`src/rtl/fan_tach_pkg.sv`:
```
package fan_tach_pkg;

    localparam int unsigned SECONDS_PER_MINUTE = 60;

    typedef enum logic {
        DIV_IDLE = 1'b0,
        DIV_RUN  = 1'b1
    } div_state_e;

    typedef enum logic {
        SRC_PIN_A = 1'b0,
        SRC_PIN_B = 1'b1
    } tach_src_e;

    // Constant numerator of the speed formula: 60 * sample rate.
    function automatic int unsigned rpm_numer(int unsigned clk_hz, int unsigned prescale);
        return SECONDS_PER_MINUTE * (clk_hz / prescale);
    endfunction

endpackage

```
`src/rtl/fan_tach_prescaler.sv`:
```
module fan_tach_prescaler #(
    parameter int PRESCALE = 128
) (
    input  logic clk,
    input  logic rst,
    output logic tick
);
    localparam int PW = (PRESCALE > 2) ? $clog2(PRESCALE) : 1;

    logic [PW-1:0] div_cnt;

    assign tick = (div_cnt == PW'(PRESCALE - 1));

    always_ff @(posedge clk) begin
        if (rst)       div_cnt <= '0;
        else if (tick) div_cnt <= '0;
        else           div_cnt <= div_cnt + 1'b1;
    end
endmodule

```
`src/rtl/fan_tach_channel.sv`:
```
module fan_tach_channel #(
    parameter int CNT_W = 16
) (
    input  logic             clk,
    input  logic             rst,
    input  logic             tick,
    input  logic             restart,
    input  logic             tach_in,
    output logic             cap_stb,
    output logic [CNT_W-1:0] cap_cnt
);
    localparam logic [CNT_W-1:0] CNT_MAX = '1;

    logic [2:0]       sync_q;
    logic             rise;
    logic             armed;
    logic [CNT_W-1:0] period_cnt;

    // Two synchronizer flops, third flop for edge detection.
    assign rise = sync_q[1] & ~sync_q[2];

    always_ff @(posedge clk) begin
        if (rst) sync_q <= '0;
        else     sync_q <= {sync_q[1:0], tach_in};
    end

    always_ff @(posedge clk) begin
        if (rst || restart) begin
            armed      <= 1'b0;
            period_cnt <= '0;
            cap_stb    <= 1'b0;
            cap_cnt    <= '0;
        end else begin
            cap_stb <= 1'b0;
            if (rise) begin
                if (armed) begin
                    cap_stb <= 1'b1;
                    cap_cnt <= period_cnt;
                end
                armed      <= 1'b1;
                period_cnt <= '0;
            end else if (armed && tick) begin
                if (period_cnt == CNT_MAX) begin
                    // Stalled fan: report a zero count and wait for a fresh edge.
                    cap_stb <= 1'b1;
                    cap_cnt <= '0;
                    armed   <= 1'b0;
                end else begin
                    period_cnt <= period_cnt + 1'b1;
                end
            end
        end
    end
endmodule

```
`src/rtl/fan_rpm_divider.sv`:
```
module fan_rpm_divider
    import fan_tach_pkg::*;
#(
    parameter int unsigned NUMER = 3750000,
    parameter int          DEN_W = 20,
    parameter int          Q_W   = 22
) (
    input  logic             clk,
    input  logic             rst,
    input  logic             abort,
    input  logic             start,
    input  logic [DEN_W-1:0] den,
    output logic             busy,
    output logic             done,
    output logic [Q_W-1:0]   quo
);
    localparam int             IDX_W = $clog2(Q_W);
    localparam logic [Q_W-1:0] NUM_V = Q_W'(NUMER);

    div_state_e       state;
    logic [DEN_W-1:0] divisor;
    logic [DEN_W-1:0] rem;
    logic [IDX_W-1:0] bit_idx;
    logic [DEN_W:0]   trial;
    logic             fits;

    always_comb begin
        trial = {rem, NUM_V[bit_idx]};
        fits  = (trial >= {1'b0, divisor});
    end

    assign busy = (state == DIV_RUN);

    always_ff @(posedge clk) begin
        if (rst || abort) begin
            state   <= DIV_IDLE;
            done    <= 1'b0;
            quo     <= '0;
            rem     <= '0;
            divisor <= '0;
            bit_idx <= '0;
        end else begin
            done <= 1'b0;
            case (state)
                DIV_IDLE: begin
                    if (start) begin
                        if (den == '0) begin
                            quo  <= '0;
                            done <= 1'b1;
                        end else begin
                            state   <= DIV_RUN;
                            divisor <= den;
                            rem     <= '0;
                            quo     <= '0;
                            bit_idx <= IDX_W'(Q_W - 1);
                        end
                    end
                end
                DIV_RUN: begin
                    if (fits) begin
                        rem <= DEN_W'(trial - {1'b0, divisor});
                        quo <= {quo[Q_W-2:0], 1'b1};
                    end else begin
                        rem <= trial[DEN_W-1:0];
                        quo <= {quo[Q_W-2:0], 1'b0};
                    end
                    if (bit_idx == '0) begin
                        state <= DIV_IDLE;
                        done  <= 1'b1;
                    end else begin
                        bit_idx <= bit_idx - 1'b1;
                    end
                end
                default: state <= DIV_IDLE;
            endcase
        end
    end
endmodule

```
`src/rtl/fan_tach_capture.sv`:
```
module fan_tach_capture
    import fan_tach_pkg::*;
#(
    parameter int NUM_CH   = 2,
    parameter int CLK_HZ   = 8000000,
    parameter int PRESCALE = 128,
    parameter int CNT_W    = 16,
    parameter int PPR_W    = 4,
    localparam int unsigned NUMER = rpm_numer(CLK_HZ, PRESCALE),
    localparam int RPM_W   = $clog2(NUMER + 1)
) (
    input  logic                    clk,
    input  logic                    rst,
    input  logic [NUM_CH-1:0]       tach_a,
    input  logic [NUM_CH-1:0]       tach_b,
    input  logic [NUM_CH-1:0]       src_sel,
    input  logic [NUM_CH*PPR_W-1:0] ppr,
    input  logic [NUM_CH-1:0]       clr_valid,
    output logic [NUM_CH-1:0]       valid,
    output logic [NUM_CH*CNT_W-1:0] raw_count,
    output logic [NUM_CH*RPM_W-1:0] rpm
);
    localparam int DEN_W = CNT_W + PPR_W;

    logic              tick;
    logic [NUM_CH-1:0] sel_q;
    logic [NUM_CH-1:0] restart;
    logic [NUM_CH-1:0] pub;

    fan_tach_prescaler #(.PRESCALE(PRESCALE)) u_prescaler (
        .clk  (clk),
        .rst  (rst),
        .tick (tick)
    );

    always_ff @(posedge clk) sel_q <= src_sel;
    assign restart = src_sel ^ sel_q;

    for (genvar g = 0; g < NUM_CH; g++) begin : g_ch
        logic             pin;
        logic             cap_stb;
        logic [CNT_W-1:0] cap_cnt;
        logic             start;
        logic [DEN_W-1:0] den;
        logic             busy;
        logic             done;
        logic [RPM_W-1:0] quo;
        logic [CNT_W-1:0] pend_cnt;
        logic             valid_q;
        logic [CNT_W-1:0] raw_q;
        logic [RPM_W-1:0] rpm_q;

        assign pin = (tach_src_e'(src_sel[g]) == SRC_PIN_B) ? tach_b[g] : tach_a[g];

        fan_tach_channel #(.CNT_W(CNT_W)) u_chan (
            .clk     (clk),
            .rst     (rst),
            .tick    (tick),
            .restart (restart[g]),
            .tach_in (pin),
            .cap_stb (cap_stb),
            .cap_cnt (cap_cnt)
        );

        assign start = cap_stb & ~busy & ~restart[g];
        assign den   = DEN_W'(ppr[g*PPR_W +: PPR_W]) * DEN_W'(cap_cnt);

        always_ff @(posedge clk) begin
            if (rst)        pend_cnt <= '0;
            else if (start) pend_cnt <= cap_cnt;
        end

        fan_rpm_divider #(.NUMER(NUMER), .DEN_W(DEN_W), .Q_W(RPM_W)) u_div (
            .clk   (clk),
            .rst   (rst),
            .abort (restart[g]),
            .start (start),
            .den   (den),
            .busy  (busy),
            .done  (done),
            .quo   (quo)
        );

        assign pub[g] = done & ~restart[g];

        always_ff @(posedge clk) begin
            if (rst) begin
                valid_q <= 1'b0;
                raw_q   <= '0;
                rpm_q   <= '0;
            end else if (restart[g]) begin
                valid_q <= 1'b0;
            end else if (pub[g]) begin
                valid_q <= 1'b1;
                raw_q   <= pend_cnt;
                rpm_q   <= quo;
            end else if (clr_valid[g]) begin
                valid_q <= 1'b0;
            end
        end

        assign valid[g]                  = valid_q;
        assign raw_count[g*CNT_W +: CNT_W] = raw_q;
        assign rpm[g*RPM_W +: RPM_W]     = rpm_q;
    end
endmodule

```
`config.mk`:
```
export PLATFORM = sky130hd
export DESIGN_NAME = fan_tach_capture
export DESIGN_NICKNAME = d
export VERILOG_FILES = /design/src/rtl/fan_tach_pkg.sv /design/src/rtl/fan_tach_prescaler.sv /design/src/rtl/fan_tach_channel.sv /design/src/rtl/fan_rpm_divider.sv /design/src/rtl/fan_tach_capture.sv
export SDC_FILE = /design/constraint.sdc
export NUM_CORES = 1
export LEC_CHECK = 0
export BUFFER_PORTS_ARGS = -buffer_cell sky130_fd_sc_hd__buf_2
export CAP_MARGIN = 10
export CORE_MARGIN = 8
export CORE_UTILIZATION = 40
export DETAILED_ROUTE_END_ITERATION = 10
export PLACE_DENSITY = 0.56
export SYNTH_ARGS = -nofsm -noshare
export SYNTH_HDL_FRONTEND = slang
export SYNTH_HIERARCHICAL = 1
export SYNTH_SLANG_ARGS = --single-unit
```
`constraint.sdc`:
```
create_clock -name clk -period 13.8 [get_ports clk]
set_clock_uncertainty 0.05 [all_clocks]
set_input_delay 1.38 -clock clk [delete_from_list [all_inputs] [get_ports clk]]
set_output_delay 1.38 -clock clk [all_outputs]
set_load 0.01 [all_outputs]
```
# Word level (Yosys, flattened, before mapping)
# Memory sizes are Yosys's and may differ from the RTL's. A register that Yosys moved wholly into a read port is not among the register bits.
# Index checks and enable logic that the tools add are counted.
# classes
add_sub_neg,7
n_mul,2
order_cmp,4
n_eq_ne,11
n_mux,72
bitwise,19
reduce_logical,33
# ops
op,count
$mux 16,8
$mux 20,6
$pmux 22 s2,2
$pmux 20 s2,2
$mux 5,10
$mux 22,2
$ge 21x20->1,2
$logic_not 20->1,2
$mul 4x16->20,2
$sub 20x20->20,2
$mux 1,36
$add 16x1->16 const B,2
$eq 16x16->1 const B,2
$pmux 5 s2,2
$reduce_and 3->1,6
$ne 2x2->1 const B,8
$reduce_and 2->1,8
$lt 5x6->1 const B,2
$reduce_bool 2->1,6
$logic_not 5->1,2
$not 1->1,10
$reduce_or 2->1,5
$sub 5x1->5 const B,2
$and 1x1->1,8
6 further kinds,11
# word_totals
regBits,331
romBits,64
in_bits,18
output_inout_bits,78
elab_cells,182
n_memories,2
# mem_list
memory,words,width,read_ports,rd_ports_with_merged_regs,write_ports,line,rtl
(name not given),32,1,1,1,0,fan_rpm_divider.sv:28,"trial = {rem, NUM_V[bit_idx]};"
(name not given),32,1,1,1,0,fan_rpm_divider.sv:28,

# Longest topological paths before layout
# Gate-level depths: netlist of run 1.
# depth
depth_word,7
mapped_depth,26
mapped_depth_nobuf,23

# Hierarchy
# The synthesis of run 1 kept the hierarchy.
# by_module_without_submodules
mod,instances,cells_per_inst,area_each_um2,seq_area_each_um2
fan_tach_capture,1,1009,7856.3,2242.2
fan_rpm_divider (g_ch[0].u_div),1,479,3998.8,1401.3
fan_rpm_divider (g_ch[1].u_div),1,474,3945.0,1401.3
fan_tach_channel,2,158,1530.2,740.7
fan_tach_prescaler,1,30,272.8,140.1

# Worst setup path before layout of run 1
# Ideal clock, no wire load.
# synth_timing
kind,input to register
from,in ppr[2]
to,"reg, netlist name g_ch[0].u_div/trial[0]"
setup_time_ns,0.058
t_arrival_ns,6.202
required_time_ns,13.692
setup_slack_ns,7.490
cell_stages,23
path_buffers,4
path_cell_list,clkbuf_1 and2_1 fa_1 inv_1 fa_1 inv_1 ha_1 buf_6 a211oi_2 o21ai_1 a221o_1 a21o_1 a221oi_2 xnor2_1 or4_4 nor2_4 a211o_2 buf_6 buf_2 a21oi_1 ha_1 o41ai_1 o21a_1
# synth_lines
item,line,rtl
start: declaration,fan_tach_capture.sv:17,"input logic [NUM_CH*PPR_W-1:0] ppr,"

==> results of run 1 <==
==> how the worst max path moves through the flow <==
stage               slack [ps]                endpoint   start  cells after the start
floorplan                 7490  g_ch[0].u_div/trial[0]  ppr[2]                     23
global placement          6980  g_ch[0].u_div/trial[0]  ppr[3]                     20
detailed placement        6870  g_ch[0].u_div/trial[0]  ppr[3]                     20
CTS                       7420  g_ch[0].u_div/trial[0]  ppr[3]                     20
global route              7060  g_ch[1].u_div/trial[0]  ppr[7]                     23
finish                    7370  g_ch[0].u_div/trial[0]  ppr[3]                     20
==> flip-flops by register name, indices dropped and copies added (netlist names), 6 cells and up <==
signal and flops:
g_ch.pend_cnt 32, g_ch.raw_q 32, g_ch.rpm_q 44, g_ch.u_chan/cap_cnt 32, g_ch.u_chan/period_cnt 32, g_ch.u_chan/sync_q 6
g_ch.u_div/bit_idx 10, g_ch.u_div/divisor 40, g_ch.u_div/quo 44, g_ch.u_div/rem 40, u_prescaler/div_cnt 7
==> worst max-delay path, cell delays in order <==
cell and delay, ps:
buf_2 190, and2_1 210, fa_1 530, inv_1 50, fa_1 520, inv_1 40
ha_1 340, nor2b_1 160, o31a_1 310, o2111ai_1 260, a21boi_0 160, o21a_1 200
o311a_1 320, or4_4 540, nor2_4 140, a211o_2 580, a21oi_1 150, ha_1 240
o41ai_1 390, o21a_1 160
==> placed cells by master (no fill, tap or decap), types with 8 or more instances in the layout <==
master     count
a211oi_1      13
a21o_1        22
a21oi_1      255
a22o_1        33
a31oi_1       20
a32oi_1       18
and2_1       113
and3_1        34
buf_2         94
buf_4         15
clkbuf_16     41
clkinv_2       8
dfxtp_1      332
fa_1          58
ha_1          97
inv_1        164
mux2i_1       53
nand2_1      325
nand2b_1      15
nand3_1       49
nand4_1       19
nor2_1       150
nor2b_1       15
nor3_1        18
nor3b_1       26
nor4_1         9
o21a_1        12
o21ai_0       60
o21ai_1       28
o311ai_1      10
o31ai_1       21
or2_2         10
or3_1         14
or4_1         17
xnor2_1       30
xor2_1        27
==> final cells by class <==
cell class / instances / area, µm² / share of cell area
clock buffer: 49 / 1130 / 0.0527
clock inverter: 22 / 288 / 0.0135
inverter: 166 / 623 / 0.0292
multi-input combinational: 1686 / 11300 / 0.529
sequential: 333 / 6670 / 0.312
tap: 615 / 769 / 0.0360
timing repair buffer: 110 / 598 / 0.0280
==> routing by layer <==
metal,part of all wire,GRT usage,up-vias
li1,-,-,8036
met1,0.49,0.236,7722
met2,0.44,0.268,301
met3,0.045,0.0277,65
met4,0.022,0.0533,0
met5,0,0,-
==> stage by stage <==
stage / setup slack [ps] / power [mW] / hold WS (ps) / cells / utilization
final: 7370 / 2.13 / 385 / 2981 / 0.450
after global routing: 7060 / 2.20 / 405 / 2981 / 0.450
after CTS: 7420 / 2.16 / 392 / 2980 / 0.450
after detailed placement: 6870 / 1.03 / 379 / 2909 / 0.420
after global placement: 6980 / 1.03 / 379 / 2909 / 0.420
after floorplan: 7490 / 1.01 / 364 / 2308 / -
==> logic make-up after synthesis <==
| group | synth area share |
|---|---|
| flops | 0.348 |
| mux | 0.0289 |
| xor+xnor | 0.0261 |
| fa+ha+maj | 0.124 |
| simple gates | 0.227 |
| buf+inv | 0.0615 |
| compound gates | 0.184 |
==> power by group through the flow <==
stage	clock network [mW]	logic [mW]	registers (mW)
CTS	1.16	0.0407	0.964
global placement	0	0.0401	0.986
floorplan	0	0.0266	0.986
global route	1.20	0.0445	0.964
finish	1.13	0.0404	0.965
detailed placement	0	0.0407	0.986
==> flow_summary.ini, run 1 <==
[layout]
fin_area_um2 = 21400
syn2layout_area_growth_pct = 11.7
n_fill_cell = 4769
final_nets = 2510
diodes = 0
drive_gt1_frac = 0.101

[clock_tree]
ctsLongestPathBuffers = 3
worstSkewPairLatency_ps = 560
cts_root_buf = clkbuf_16
cts_resized = 0
htree_levels = 2
postCtsHoldBufs = 0
clock-sinks = 333
clk_pin_slew_ps = 60
cts_setup_buffers = 0
cts_made_buffers = 40
cts_tree = yes

[logic_synthesis]
syn_inst = 2308
mappedNetlistArea_um2 = 19100
yosysTopAreaCellShare = 0.348
synth_ff_type = dfxtp_1
yosysMostFrequentCell = dfxtp_1
async_reset_ff_frac = 0
ys_ff_latch = 333
synth_area_leaders = dfxtp_1 (35%), a21oi_1 (6.7%), nand2_1 (6.4%)
ys_seq_area_frac = 0.348
synth_edf_count = 0
synthTopCellsByCount = dfxtp_1 (333), nand2_1 (325), a21oi_1 (255)
syn_area_per_cell_um2 = 8.29
ys_types = 96
yosysTopAreaCell = dfxtp_1
synth_nets = 2481
synth_warnings = 6

[floorplan]
initial_utilization = 0.403
die_area_um2 = 55100
std_cell_rows = 80
io_pins = 96
die_x_um = 235
die_h_um = 235
core_um2 = 47400

[setup_path]
crit_path_end_kind = flop
setup.worst_path.class = in -> reg
cp_max_fo = 27
r2r_slack_ps = 7970
cp.arrival_ps = 6870
cp.required_ps = 14240
worstSetupStartpointType = input port
r2r_end = g_ch[0].u_div/trial[0]
r2r-start = g_ch[0].u_chan/cap_cnt[1]
reg2reg_depth = 19

[timing]
setup_violations = 0
finalCriticalPeriod_ps = 6430
fmax_mhz = 156
worst_pin_slew_ps = 1080
period_share = 0.466
hold_viol_final = 0
slew_headroom = 0.275
finalSetupTns_ps = 0
rsz0062_at_grt = false
finalMaxSlewViolations = 0

[detailed_routing]
drc = 0
antenna_left = 0
vias = 16100
drtIter0Drc = 1016
firstDrtPassIters = 5
wirelength_um = 47800
wl_per_cell_um = 16.1
viasPerCell = 5.41

[power]
comb_power_share = 0.019
p_per_area_nw_per_um2 = 99.8
pwr-share-clk = 0.528
switchingPower_uw = 465
p_int_mw = 1.67
leakage_nw = 9.02
peakVddDrop_uv = 82.8
pwr-share-seq = 0.453
power.share.switching = 0.218

[grt]
antenna_found_initial = 0
grt_max_degree = 60
grt_pass1_wl_um = 80700
grt.total_usage = 0.170
overflow = 0
grt_pass1_vias = 15800

[min_path]
hold_depth = 1
worstHoldPathType = reg -> reg
hold_path.startpoint = g_ch[1].u_chan/sync_q[0]
min_to = g_ch[1].u_chan/sync_q[1]

[run]
drv_cap = 0

[placement]
finalWeightedCongestion = 0.867
dpl_cell_area_um2 = 19900
hpwl_um = 34600
io_buffers = 95

[run_status]
status = finished, final reports clean
No activity file was read; power rests on OpenSTA's default activity.
==> run 2, diff against run 1 <==
- PLACE_DENSITY: 0.56 -> 0.58
- clock period: 13.8 -> 5.8 ns (I/O delays scaled with it)
==> run 2 against run 1 <==
Effect of this change: die area did not move; routed wire length up 1.6%; count of clock-buffer cells in the layout grew 1; total power is 130% higher; flip-flop and latch count did not move; global-route usage up 0.069 points; critical path type is now reg -> reg; critical endpoint is now g_ch[1].u_div/trial[0].
==> flow_summary.ini, run 2 (same netlist as run 1, synthesis figures left out) <==
[floorplan]
die_x_um = 235
io_pins = 96
core_um2 = 47400
std_cell_rows = 80
die_area_um2 = 55100
initial_utilization = 0.403
die_h_um = 235

[setup_path]
cpMaxStageDelayCell = fa_1
crit_buf_inv = 1
reg2reg_depth = 22
cp_max_fo = 6
cp.arrival_ps = 5950
worstPathCellList = nand2_1 > fa_1 > inv_1 > fa_1 > fa_1 > a211oi_1 > o21ai_0 > and2_1 > a221o_1 > a21oi_1 > xnor2_1 > nor4_1 > nand2_1 > nor2_1 > or3b_1 > a21oi_1 > a21oi_1 > nor2_1 > ha_1 > a2111oi_1 > nand3_1 > o31ai_2
cp.required_ps = 6220
cpLargestDelayFamily = adder cells
setup.worst_path.class = reg -> reg
r2r_end = g_ch[1].u_div/trial[0]
max_stage_delay_ps = 530
r2r_slack_ps = 270
r2r-start = g_ch[1].u_chan/cap_cnt[2]
crit_path_end_kind = flop
worstSetupStartpointType = flop

[placement]
finalWeightedCongestion = 0.887
io_buffers = 95
hpwl_um = 35300
dp_cells = 2921
dpl_worst_slack_ps = 61.2

[layout]
reg.largest.list = g_ch.rpm_q (44), g_ch.u_div/quo (44)
n_fill_cell = 4783
diodes = 0
layout_common_cells = dfxtp_1 (332), nand2_1 (325), a21oi_1 (255), inv_1 (164), nor2_1 (150)
fin_cells = 2993
final_common_cell = dfxtp_1
final_nets = 2521
fin_util = 0.450
drive_gt1_frac = 0.103
syn2layout_area_growth_pct = 11.7

[timing]
setup_ws_ps = 271
period_share = 0.953
finalSetupTns_ps = 0
setup_violations = 0
hold_slack_ps = 128
worst_pin_slew_ps = 1050
fmax_mhz = 181
rsz0062_at_grt = false
hold_viol_final = 0
finalMaxSlewViolations = 0
slew_headroom = 0.294
finalCriticalPeriod_ps = 5530

[min_path]
min_to = sel_q[1]
hold_path.startpoint = src_sel[1]
worstHoldPathType = in -> reg
hold_depth = 1

[detailed_routing]
wirelength_um = 48600
firstDrtPassIters = 6
antenna_left = 0
drtIter0Drc = 945
viasPerCell = 5.40
wl_per_cell_um = 16.2
vias = 16200
drc = 0

[clock_tree]
cts_root_buf = clkbuf_16
cts_setup_buffers = 0
postCtsHoldBufs = 0
clk_pin_slew_ps = 60
ctsLongestPathBuffers = 3
worstSkewPairLatency_ps = 560
cts_made_buffers = 39
htree_levels = 2
cts_tree = yes
clock-sinks = 333

[grt]
overflow = 0
grt_pass1_wl_um = 80800
grt_max_degree = 67
grt.total_usage = 0.171
antenna_found_initial = 0
grt_pass1_vias = 15800

[power]
peakVddDrop_uv = 172
leakage_nw = 9.02
p_per_area_nw_per_um2 = 228

[run_status]
status = finished, final reports clean

[run]
drv_cap = 0
-- run 2: cell count changes in the layout (fill, tap and decap cells not counted), moves of 2 or more --
cell       before  now
inv_6           4    2
buf_4          15   26
clkbuf_1        1    5
bufinv_16       6    3
clkbuf_8        7    5
-- run 2: power breakdown --
group          switching [mW]  internal, mW  total, mW
Clock                    1.01          1.47       2.49
Sequential            0.00315          2.29       2.30
Combinational          0.0788        0.0202     0.0990
Total                    1.09          3.79       4.88
-- run 2: layout make-up --
type,count,area (µm²),share of cell area
Sequential cell,333,6670,0.312
Multi-Input combinational cell,1686,11300,0.529
Clock buffer,50,1090,0.0510
Timing Repair Buffer,122,701,0.0328
Inverter,166,623,0.0292
Clock inverter,21,218,0.0102
Tap cell,615,769,0.0360
-- run 2: timing repair --
item	in CTS	in global routing
resized for setup	0	2
endpoints found under the hold margin	0	0
endpoints found under the setup margin	0	1
-- run 2: per-layer routing --
metal | share of wire | up-vias | GRT usage
li1 | - | 8081 | -
met1 | 0.49 | 7708 | 0.231
met2 | 0.45 | 298 | 0.278
met3 | 0.039 | 72 | 0.0249
met4 | 0.023 | 0 | 0.0535
met5 | 0 | - | 0
-- run 2: stage by stage --
stage	power (mW)	cell area (µm²)
finish	4.88	21400
global route	5.05	21400
CTS	4.96	21300
detailed placement	2.45	20000
global placement	2.44	20000
floorplan	2.41	19100
-- run 2: how the worst max path moves through the flow --
stage                              startpoint                endpoint  slack [ps]  cells after the start
finish              g_ch[1].u_chan/cap_cnt[2]  g_ch[1].u_div/trial[0]         270                     22
global route        g_ch[1].u_chan/cap_cnt[2]  g_ch[1].u_div/trial[0]          10                     22
CTS                 g_ch[1].u_chan/cap_cnt[1]  g_ch[1].u_div/trial[0]         350                     22
detailed placement                     ppr[7]  g_ch[1].u_div/trial[0]          60                     24
global placement                       ppr[7]  g_ch[1].u_div/trial[0]         180                     25
floorplan                              ppr[2]  g_ch[0].u_div/trial[0]         290                     23
==> run 3, diff against run 2 <==
- clock period: 5.8 -> 4.7 ns (I/O delays scaled with it)
==> run 3 against run 2 <==
Effect of this change: the flow now finishes with violations (setup timing); register-to-register slack lost 530 ps; routed wire length grew 3.9%; clock power grew 18%; worst setup slack lost 530 ps; die area is the same; critical path depth shrank 1; non-clock buffer count grew 226; combinational power grew 61%; via count grew 5.3%; worst hold slack lost 58 ps; sequential power grew 23%; sequential share of layout area shrank 3.3 points; largest cell class unchanged.
==> flow_summary.ini, run 3 (same netlist as run 1, synthesis figures left out) <==
[run_status]
status = finished with violations
violations = setup timing

[detailed_routing]
wl_per_cell_um = 15.7
firstDrtPassIters = 5
drc = 0
antenna_left = 0
viasPerCell = 5.29
wirelength_um = 50500
drtIter0Drc = 930
vias = 17000

[setup_path]
worstSetupStartpointType = flop
worstPathCellList = nand2_2 > fa_1 > inv_2 > fa_2 > fa_2 > a211oi_2 > o21ai_1 > and2_1 > a221o_1 > a21oi_2 > xnor2_2 > nor4_2 > nand2_1 > nor2_2 > or3b_4 > a21oi_2 > a21oi_2 > nor2_1 > ha_2 > a32o_2 > o31ai_2
max_stage_delay_ps = 560
cpMaxStageDelayCell = fa_1
cp_max_fo = 3
cp.required_ps = 5110
crit_path_start = g_ch[1].u_chan/cap_cnt[0]
crit_path_end_kind = flop
r2r-start = g_ch[1].u_chan/cap_cnt[0]
setup.worst_path.class = reg -> reg
cp.arrival_ps = 5370
timing.critical_path.mode_cell = a21oi_2

[timing]
finalCriticalPeriod_ps = 4960
setup_ws_ps = -261
finalSetupTns_ps = -1200
hold_viol_final = 0
period_share = 1.06
setup_violations = 33
fmax_mhz = 202
hold_slack_ps = 70.2
worst_pin_slew_ps = 1130
rsz0062_at_grt = true
slew_headroom = 0.244
finalMaxSlewViolations = 0

[run]
drv_cap = 0

[floorplan]
die_area_um2 = 55100
core_um2 = 47400
initial_utilization = 0.403
die_x_um = 235
std_cell_rows = 80
die_h_um = 235
io_pins = 96

[placement]
io_buffers = 95
dpl_worst_slack_ps = -707
dp_cells = 3101
hpwl_um = 35800
finalWeightedCongestion = 0.854

[min_path]
worstHoldPathType = in -> reg
hold_path.startpoint = src_sel[1]

[clock_tree]
cts_made_buffers = 39
worstSkewPairLatency_ps = 550
clock-sinks = 333
cts_tree = yes
cts_root_buf = clkbuf_16
ctsLongestPathBuffers = 3
htree_levels = 2
clk_pin_slew_ps = 60

[layout]
final_common_cell = dfxtp_1
final_nets = 2747
ff_latch_area_um2 = 6720
fin_cells = 3216
n_fill_cell = 4525
syn2layout_area_growth_pct = 25.7
drive_gt1_frac = 0.236
layout_common_cells = dfxtp_1 (314), nand2_1 (301), a21oi_1 (246), buf_4 (230), inv_1 (154)
diodes = 0
multi_input_area_um2 = 12100
reg.largest.list = g_ch.rpm_q (44), g_ch.u_div/quo (44)

[grt]
grt_max_degree = 67
grt.total_usage = 0.173
antenna_found_initial = 0
overflow = 0
grt_pass1_wl_um = 82600
grt_pass1_vias = 16600

[power]
comb_power_share = 0.027
p_int_mw = 4.59
p_per_area_nw_per_um2 = 246
peakVddDrop_uv = 247
power.share.switching = 0.223
pwr-share-seq = 0.478
leakage_nw = 10.4
pwr-share-clk = 0.495
switchingPower_mw = 1.32
finalPower_mw = 5.91
## run 3: timing repair
item,4_1_cts,5_1_grt
pin swaps,50,67
hold buffers,1,0
buffers inserted,24,16
gates cloned,1,6
setup endpoints to repair,78,86
resized for setup,66,129
hold endpoints to repair,1,0
## run 3: stage by stage
| step | util | instance area, µm² |
|---|---|---|
| 4_1_cts | 0.490 | 23200 |
| 3_3_place_gp | 0.454 | 21600 |
| 6_report | 0.507 | 24100 |
| 5_1_grt | 0.507 | 24100 |
| 2_1_floorplan | - | 19300 |
| 3_5_place_dp | 0.454 | 21600 |
## run 3: area by class of cell
type                    count  area share
clock buffers              57      0.0471
clock inverters            11     0.00390
inverters                 166      0.0260
multi-input cells        1686       0.504
flip-flops and latches    333       0.279
well taps                 615      0.0320
repair buffers            348       0.108
## run 3: worst paths after layout
path | to | slack (ps) | cells after the start
max | g_ch[1].u_div/trial[0] | -260 | 21
min | sel_q[1] | 70 | 1
max reg2reg | g_ch[1].u_div/trial[0] | -260 | 21
min reg2reg | g_ch[1].u_chan/sync_q[1] | 390 | 1
## run 3: routing by layer
metal / vias up / GRT usage / wire length [µm] / share of wire
met2: 331 / 0.285 / 23300 / 0.46
met5: - / 0 / 0 / 0
met3: 81 / 0.0265 / 2310 / 0.046
li1: 8525 / - / - / -
met4: 0 / 0.0569 / 1240 / 0.025
met1: 8075 / 0.231 / 23700 / 0.47
## run 3: critical path, delay by kind of cell (launching register included)
kind | cells | cell delay, ps
fa+ha+maj | 4 | 1720
compound gates | 8 | 1550
simple gates | 7 | 1020
flops | 1 | 340
xor+xnor | 1 | 150
buf+inv | 1 | 40
## run 3: power groups by stage
stage | clock network [mW] | logic, mW | registers (mW)
2_1_floorplan | 0 | 0.0818 | 2.89
3_3_place_gp | 0 | 0.130 | 2.89
3_5_place_dp | 0 | 0.132 | 2.89
4_1_cts | 3.02 | 0.138 | 2.83
5_1_grt | 3.12 | 0.169 | 2.83
6_report | 2.93 | 0.159 | 2.83
